### src/rtl/bank_timing_pkg.sv
package bank_timing_pkg;
  localparam int DLY_W  = 4;
  localparam int IDLE_W = 7;

  localparam int IDLE_LSB = 15;
  localparam int TRAS_LSB = 9;
  localparam int CL_LSB   = 5;
  localparam int RCD_LSB  = 2;
  localparam int RP_LSB   = 0;

  typedef struct packed {
    logic [DLY_W-1:0] trcd;
    logic [DLY_W-1:0] tras;
    logic [DLY_W-1:0] trp;
    logic [DLY_W-1:0] tcl;
  } bank_dly_t;

  typedef struct packed {
    bank_dly_t         dly;
    logic              idle_en;
    logic [IDLE_W-1:0] idle_lim;
  } timing_t;

  // two-value fields: code 10 short, anything else (incl. reserved) long
  function automatic logic [DLY_W-1:0] dec_two_three(input logic [1:0] code);
    return (code == 2'b10) ? DLY_W'(2) : DLY_W'(3);
  endfunction

  function automatic logic [DLY_W-1:0] dec_tras(input logic [1:0] code);
    return DLY_W'(8) - DLY_W'(code);
  endfunction

  function automatic logic [IDLE_W:0] dec_idle(input logic [2:0] code);
    logic [IDLE_W:0] r;
    case (code)
      3'b000:  r = {1'b0, IDLE_W'(0)};
      3'b001:  r = {1'b1, IDLE_W'(0)};
      3'b010:  r = {1'b1, IDLE_W'(8)};
      3'b011:  r = {1'b1, IDLE_W'(16)};
      default: r = {1'b1, IDLE_W'(64)};
    endcase
    return r;
  endfunction
endpackage

### src/rtl/timing_cfg.sv
module timing_cfg
  import bank_timing_pkg::*;
(
  input  logic        clk_i,
  input  logic        rst_ni,
  input  logic        wr_i,
  input  logic [31:0] data_i,
  output timing_t     tim_o
);
  logic [2:0] idle_q;
  logic [1:0] tras_q, cl_q, rcd_q, rp_q;
  logic       cfg_unused_w;

  // reserved bits and the max-open select (both codes map to one limit)
  assign cfg_unused_w = ^{data_i[31:18], data_i[14:11], data_i[8:7], data_i[4]};

  always_ff @(posedge clk_i or negedge rst_ni) begin
    if (!rst_ni) begin
      idle_q <= '0;
      tras_q <= '0;
      cl_q   <= '0;
      rcd_q  <= '0;
      rp_q   <= '0;
    end else if (wr_i) begin
      idle_q <= data_i[IDLE_LSB +: 3];
      tras_q <= data_i[TRAS_LSB +: 2];
      cl_q   <= data_i[CL_LSB +: 2];
      rcd_q  <= data_i[RCD_LSB +: 2];
      rp_q   <= data_i[RP_LSB +: 2];
    end
  end

  always_comb begin
    tim_o.dly.trcd = dec_two_three(rcd_q);
    tim_o.dly.trp  = dec_two_three(rp_q);
    tim_o.dly.tcl  = dec_two_three(cl_q);
    tim_o.dly.tras = dec_tras(tras_q);
    {tim_o.idle_en, tim_o.idle_lim} = dec_idle(idle_q);
  end
endmodule

### src/rtl/bank_tracker.sv
module bank_tracker
  import bank_timing_pkg::*;
#(
  parameter int MO_LIMIT = 24000,
  localparam int MO_W    = $clog2(MO_LIMIT + 1)
) (
  input  logic      clk_i,
  input  logic      rst_ni,
  input  bank_dly_t dly_i,
  input  logic      act_i,
  input  logic      rw_i,
  input  logic      pre_i,
  output logic      act_ok_o,
  output logic      rw_ok_o,
  output logic      pre_ok_o,
  output logic      force_o,
  output logic      open_o,
  output logic      viol_o
);
  localparam logic [DLY_W-1:0] SAT = '1;

  logic             open_q, viol_q;
  logic [DLY_W-1:0] act_cnt_q, rw_cnt_q, pre_cnt_q;
  logic [MO_W-1:0]  mo_cnt_q;
  logic             bad_cmd;

  assign act_ok_o = !open_q && (pre_cnt_q >= dly_i.trp);
  assign rw_ok_o  = open_q && (act_cnt_q >= dly_i.trcd);
  assign pre_ok_o = !open_q || ((act_cnt_q >= dly_i.tras) && (rw_cnt_q >= dly_i.tcl));
  assign force_o  = open_q && (mo_cnt_q >= MO_W'(MO_LIMIT));
  assign open_o   = open_q;
  assign viol_o   = viol_q;

  assign bad_cmd = (act_i && !act_ok_o) || (rw_i && !rw_ok_o) || (pre_i && !pre_ok_o);

  always_ff @(posedge clk_i or negedge rst_ni) begin
    if (!rst_ni) begin
      open_q    <= 1'b0;
      viol_q    <= 1'b0;
      act_cnt_q <= '0;
      rw_cnt_q  <= SAT;
      pre_cnt_q <= SAT;
      mo_cnt_q  <= '0;
    end else begin
      if (bad_cmd) viol_q <= 1'b1;
      if (act_cnt_q != SAT) act_cnt_q <= act_cnt_q + 1'b1;
      if (rw_cnt_q  != SAT) rw_cnt_q  <= rw_cnt_q + 1'b1;
      if (pre_cnt_q != SAT) pre_cnt_q <= pre_cnt_q + 1'b1;
      if (open_q && mo_cnt_q < MO_W'(MO_LIMIT)) mo_cnt_q <= mo_cnt_q + 1'b1;
      if (act_i) begin
        open_q    <= 1'b1;
        act_cnt_q <= DLY_W'(1);
        rw_cnt_q  <= SAT;
        mo_cnt_q  <= MO_W'(1);
      end else if (pre_i && open_q) begin
        open_q    <= 1'b0;
        pre_cnt_q <= DLY_W'(1);
      end else if (rw_i) begin
        rw_cnt_q  <= DLY_W'(1);
      end
    end
  end
endmodule

### src/rtl/idle_timer.sv
module idle_timer
  import bank_timing_pkg::*;
(
  input  logic              clk_i,
  input  logic              rst_ni,
  input  logic              cmd_any_i,
  input  logic              hold_i,
  input  logic              any_open_i,
  input  logic              en_i,
  input  logic [IDLE_W-1:0] lim_i,
  output logic              req_o
);
  logic [IDLE_W-1:0] cnt_q;

  always_ff @(posedge clk_i or negedge rst_ni) begin
    if (!rst_ni)                      cnt_q <= '0;
    else if (cmd_any_i)               cnt_q <= '0;
    else if (!hold_i && cnt_q != '1)  cnt_q <= cnt_q + 1'b1;
  end

  assign req_o = en_i && any_open_i && (cnt_q >= lim_i);
endmodule

### src/rtl/bank_timing_unit.sv
module bank_timing_unit
  import bank_timing_pkg::*;
#(
  parameter int ROWS          = 4,
  parameter int BANKS_PER_ROW = 4,
  parameter int CLK_MHZ       = 200,
  parameter int MAX_OPEN_US   = 120,
  localparam int NUM_BANKS    = ROWS * BANKS_PER_ROW,
  localparam int BANK_W       = $clog2(NUM_BANKS),
  localparam int MO_LIMIT     = CLK_MHZ * MAX_OPEN_US
) (
  input  logic                 clk_i,
  input  logic                 rst_ni,
  input  logic                 cfg_wr_i,
  input  logic [31:0]          cfg_data_i,
  input  logic                 cmd_act_i,
  input  logic                 cmd_rw_i,
  input  logic                 cmd_pre_i,
  input  logic                 cmd_prea_i,
  input  logic [BANK_W-1:0]    cmd_bank_i,
  output logic [NUM_BANKS-1:0] act_ok_o,
  output logic [NUM_BANKS-1:0] rw_ok_o,
  output logic [NUM_BANKS-1:0] pre_ok_o,
  output logic [NUM_BANKS-1:0] force_pre_o,
  output logic                 pre_all_req_o,
  output logic [NUM_BANKS-1:0] violation_o
);
  timing_t              tim;
  logic [NUM_BANKS-1:0] open_w;
  logic                 cmd_any;

  timing_cfg u_cfg (
    .clk_i  (clk_i),
    .rst_ni (rst_ni),
    .wr_i   (cfg_wr_i),
    .data_i (cfg_data_i),
    .tim_o  (tim)
  );

  for (genvar b = 0; b < NUM_BANKS; b++) begin : g_bank
    logic hit;
    assign hit = (cmd_bank_i == BANK_W'(b));

    bank_tracker #(.MO_LIMIT(MO_LIMIT)) u_trk (
      .clk_i    (clk_i),
      .rst_ni   (rst_ni),
      .dly_i    (tim.dly),
      .act_i    (cmd_act_i && hit),
      .rw_i     (cmd_rw_i && hit),
      .pre_i    ((cmd_pre_i && hit) || cmd_prea_i),
      .act_ok_o (act_ok_o[b]),
      .rw_ok_o  (rw_ok_o[b]),
      .pre_ok_o (pre_ok_o[b]),
      .force_o  (force_pre_o[b]),
      .open_o   (open_w[b]),
      .viol_o   (violation_o[b])
    );
  end

  assign cmd_any = cmd_act_i | cmd_rw_i | cmd_pre_i | cmd_prea_i;

  idle_timer u_idle (
    .clk_i      (clk_i),
    .rst_ni     (rst_ni),
    .cmd_any_i  (cmd_any),
    .hold_i     (|force_pre_o),
    .any_open_i (|open_w),
    .en_i       (tim.idle_en),
    .lim_i      (tim.idle_lim),
    .req_o      (pre_all_req_o)
  );
endmodule

### config.mk
export PLATFORM = sky130hd
export DESIGN_NAME = bank_timing_unit
export DESIGN_NICKNAME = d
export VERILOG_FILES = /design/src/rtl/bank_timing_pkg.sv /design/src/rtl/timing_cfg.sv /design/src/rtl/bank_tracker.sv /design/src/rtl/idle_timer.sv /design/src/rtl/bank_timing_unit.sv
export SDC_FILE = /design/constraint.sdc
export NUM_CORES = 1
export LEC_CHECK = 0
export BUFFER_PORTS_ARGS = -buffer_cell sky130_fd_sc_hd__buf_2
export CORE_MARGIN = 4
export CORE_UTILIZATION = 57
export DETAILED_ROUTE_END_ITERATION = 7
export GPL_ROUTABILITY_DRIVEN = 0
export PLACE_DENSITY = 0.77
export RECOVER_POWER = 50
export SYNTH_ARGS = -nofsm -noshare
export SYNTH_HDL_FRONTEND = slang
export SYNTH_HIERARCHICAL = 1
export SYNTH_SLANG_ARGS = --single-unit
### constraint.sdc
create_clock -name clk_i -period 2.4 [get_ports clk_i]
set_input_delay 0.36 -clock clk_i [delete_from_list [all_inputs] [get_ports clk_i]]
set_output_delay 0.36 -clock clk_i [all_outputs]
set_load 0.01 [all_outputs]
==> PnR_summary.wiki <==
{| class="wikitable"
! Metric !! Value
|-
| DP Worst Slack || -378 ps
|-
| Biggest area contributors in the synthesized netlist || sky130_fd_sc_hd__dfrtp_1 (27%), sky130_fd_sc_hd__ha_1 (13%), sky130_fd_sc_hd__dfstp_2 (10%)
|-
| TritonCTS clock tree || built
|-
| Post-Syn Instances || 3,405
|-
| Drt first-iter violations || 2,172
|-
| Initial antenna violation count || 1
|-
| Warnings from Yosys || 6
|-
| Critical-path cell list || inv_2 -> ha_4 -> inv_4 -> buf_12 -> buf_8 -> inv_4 -> ha_4 -> o21a_1 -> o22ai_2 -> nor3_2 -> nand2b_4 -> buf_6
|-
| DR WL/cell || 20.1 um
|-
| Setup TNS after final layout || -17,820 ps
|-
| Number of buffers added by the clock tree synthesis step || 56
|-
| Worst Path Buf+Inv || 6
|-
| Power per standard cell area || 1080 nW/um2
|-
| Filler Cell Count || 3,745
|-
| Final wirelength || slightly above 90,000 um
|-
| Clock input transition at the sequential cells of the worst setup and hold paths || 60 ps
|-
| Area enclosed by the die boundary || between 60,000 and 70,000 um2
|-
| Shortest clock period the worst path allows after layout || approximately 3100 ps
|-
| Result of the run || complete, but fails checks
|-
| Initial Utilization || 57.4%
|-
| CP endpoint kind || output port
|-
| Worst-path fanout max || 6
|-
| Delay of the slowest cell on the worst path || 380 ps
|-
| Distinct cell type count of the synthesized netlist || 59
|-
| Die Span X || roughly 250 um
|-
| DRC Markers || 0
|-
| TritonCTS sink count || 482
|-
| Post-synthesis cell type with the largest combined area || sky130_fd_sc_hd__dfrtp_1
|-
| Global routing met2 resource utilization || approximately 47%
|-
| Signal arrival time at the worst endpoint || ~2700 ps
|-
| Most common cell after layout, fill and taps aside || sky130_fd_sc_hd__dfrtp_1
|-
| Area of the core || 56,300 um2
|-
| Overall Global Routing Usage || between 20% and 30%
|-
| Synthesized area per cell || 9.50 um2
|-
| Post-synth top flop || sky130_fd_sc_hd__dfrtp_1
|-
| CP delay by family, top || buffers and inverters
|-
| Maxcap violations || 1
|-
| Met1 Resource Use GR || 36.1%
|-
| Routed Antenna Nets || 0
|-
| Global-route track usage on met3 || 5.24%
|-
| Class of the worst hold path || in2reg
|-
| Seq/Total Area, Yosys || around 38%
|-
| Number of global-route vias before repair || 27,600
|-
| Reg area || between 10,000 and 15,000 um2
|-
| Number of flops mapped to enable cells by yosys || 0
|-
| Worst-margin pin slew || ~1500 ps
|-
| Cell area after synthesis || 32,300 um2
|-
| H-Tree Depth || 2
|-
| Max-Slew Margin vs Limit || 0.269%
|-
| CP Data Required Time || between 2000 and 2500 ps
|-
| Signed area change from the synthesized netlist to the final layout || 24.8%
|-
| DIE HEIGHT || between 200 and 250 um
|-
| Clock insertion delay at the later pin of the skew report || ~630 ps
|-
| Async set-or-reset flop fraction in the synthesized netlist || 100%
|-
| Critical path start-end classification || reg2out
|-
| Via/cell ratio || roughly 6
|-
| Final net count || 4,180
|-
| Top-area cell type share of the netlist area || 27.4%
|-
| CP Launch Type || register
|-
| Most used cells in the layout excluding fill and tap cells || sky130_fd_sc_hd__dfrtp_1 (353), sky130_fd_sc_hd__inv_1 (345), sky130_fd_sc_hd__ha_1 (280)
|-
| Clock skew || 34.9 ps
|-
| Number of search-and-repair iterations in the first detailed-routing pass || 8
|-
| Half-perimeter wire length of the detailed placement result || 55,500 um
|-
| Layer with the highest usage || met2
|-
| Global-route congestion overflow total || 0
|-
| Largest net degree at the start of global routing || 62
|-
| Vias || roughly 28,000
|-
| Max Clock Freq || 0.325 GHz
|-
| Smallest setup slack after layout || -673 ps
|-
| Flip-flop and latch count after synthesis || around 480
|-
| Setup repair after global routing missed its margin || true
|-
| Static leakage || roughly 18 nW
|-
| Number of buffers on the longest clock path || 3
|-
| Final count of negative-setup-slack endpoints || 50
|-
| First-pass GRT wire length || 141,000 um
|-
| Fraction of final layout cells with drive strength greater than 1 || 25.2%
|-
| Final hold viol count || 0
|-
| Area used by multi-input combinational logic || roughly 21,000 um2
|-
| Boundary pin count || 124
|-
| Failing checks || max-capacitance violations, negative setup slack
|-
| Root Driver || sky130_fd_sc_hd__clkbuf_16
|-
| Number of pins with negative max-slew slack in the final report || 0
|-
| Standard-cell row count || 87
|-
| PortBufs || 102
|-
| Maximum resistive drop on vdd || 0.721 mV
|-
| Period utilization || 128%
|-
| Critical-path top delay cell || sky130_fd_sc_hd__dfrtp_1
|}
## worst register-to-register path: cells and delay by family (launching register included)
family / cells / cell delay [ps]
AND/OR/NAND/NOR: 5 / 1170
buffers and inverters: 1 / 110
flip-flops: 1 / 410
multiplexers: 1 / 340
AO/OA/AOI/OAI: 2 / 320
## Yosys cell counts, types with 48 or more instances
master	count
sky130_fd_sc_hd__xor2_1	48
sky130_fd_sc_hd__o31ai_1	64
sky130_fd_sc_hd__o21bai_1	61
sky130_fd_sc_hd__nand3_1	148
sky130_fd_sc_hd__and2_1	48
sky130_fd_sc_hd__o21a_1	65
sky130_fd_sc_hd__o2111ai_1	49
sky130_fd_sc_hd__dfrtp_1	354
sky130_fd_sc_hd__nand2_1	115
sky130_fd_sc_hd__clkbuf_1	51
sky130_fd_sc_hd__o21ai_0	224
sky130_fd_sc_hd__or4_1	65
sky130_fd_sc_hd__xnor2_1	65
sky130_fd_sc_hd__nor3b_1	50
sky130_fd_sc_hd__nand2b_1	102
sky130_fd_sc_hd__dfstp_2	128
sky130_fd_sc_hd__ha_1	345
sky130_fd_sc_hd__nor3_1	80
sky130_fd_sc_hd__or3_1	113
sky130_fd_sc_hd__a21oi_1	162
sky130_fd_sc_hd__mux2i_1	82
sky130_fd_sc_hd__nor2_1	292
sky130_fd_sc_hd__inv_1	366
## final timing paths
kind | slack, ps | end | from | cells after the start
min in group asynchronous | 660 | g_bank[15].u_trk/mo_cnt_q[6] | rst_ni | 2
worst max-delay path | -670 | pre_ok_o[15] | u_cfg/tras_q[0] | 12
worst min-delay path | 20 | u_cfg/cl_q[1] | cfg_data_i[6] | 2
worst max register to register | -50 | u_idle/cnt_q[5] | g_bank[1].u_trk/mo_cnt_q[8] | 9
worst min register to register | 490 | g_bank[13].u_trk/viol_o | g_bank[13].u_trk/viol_o | 2
max in group asynchronous | 130 | g_bank[11].u_trk/pre_cnt_q[2] | rst_ni | 4
## power breakdown
group / switching (mW) / internal, mW / leakage [nW]
sequential: 3.72 / 11.8 / 5.74
clock: 3.58 / 5.43 / 0.961
combinational: 9.69 / 9.43 / 11.3
## stage by stage
stage          hold slack, ps  area, um2  total power [mW]  cells  utilization, %
2_1_floorplan            64.4      32400              25.3   3416               -
3_3_place_gp              324      35300              28.7   4414            62.7
3_5_place_dp              322      35300              29.6   4414            62.7
4_1_cts                 0.358      39600              41.6   4565            70.3
5_1_grt                  13.6      40300              46.7   4595            71.7
6_report                 16.4      40300              43.7   4596            71.7
## kinds of logic (layout without fill, tap and decap cells)
| logic type | count (synthesis) | in the layout | share of synthesized area [%] |
|---|---|---|---|
| simple gates | 1119 | 1119 | 19.2 |
| compound gates | 813 | 813 | 18.2 |
| flops | 482 | 482 | 37.8 |
| buf+inv | 437 | 860 | 5.31 |
| fa+ha+maj | 345 | 345 | 13.4 |
| xor+xnor | 113 | 113 | 3.06 |
| mux | 94 | 94 | 3.07 |
| other cells | 2 | 14 | 0.0232 |
## area by class of cell
class,count,area share [%]
multi-input cells,2497,51.0
flip-flops and latches,482,30.3
repair buffers,389,8.11
clock buffers,86,4.15
inverters,366,3.47
well taps,756,2.34
clock inverters,19,0.664
diodes,1,0.00620
## sequential cells by signal, indices dropped and copies added (netlist names)
name                    flops
u_cfg/idle_q                3
g_bank.u_trk/pre_cnt_q     64
u_cfg/cl_q                  2
g_bank.u_trk/rw_cnt_q      64
u_idle/cnt_q                7
u_cfg/rcd_q                 2
u_cfg/rp_q                  2
g_bank.u_trk/open_o        16
g_bank.u_trk/mo_cnt_q     240
u_cfg/tras_q                2
g_bank.u_trk/viol_o        16
g_bank.u_trk/act_cnt_q     64
## repair_timing
action | CTS | global route
buffers inserted | 32 | 31
cloned | 4 | 1
hold buffers | 10 | 0
resized for setup | 304 | 124
setup endpoints to repair | 56 | 56
pin swaps | 122 | 75
endpoints found under the hold margin | 34 | 0
## metal layers
metal / vias up / wire length, um
met3: 395 / 6870
li1: 13000 / -
met1: 13800 / 36600
met5: - / 13
met2: 1044 / 43100
met4: 2 / 5700
Power figures use the tool's default switching activity.
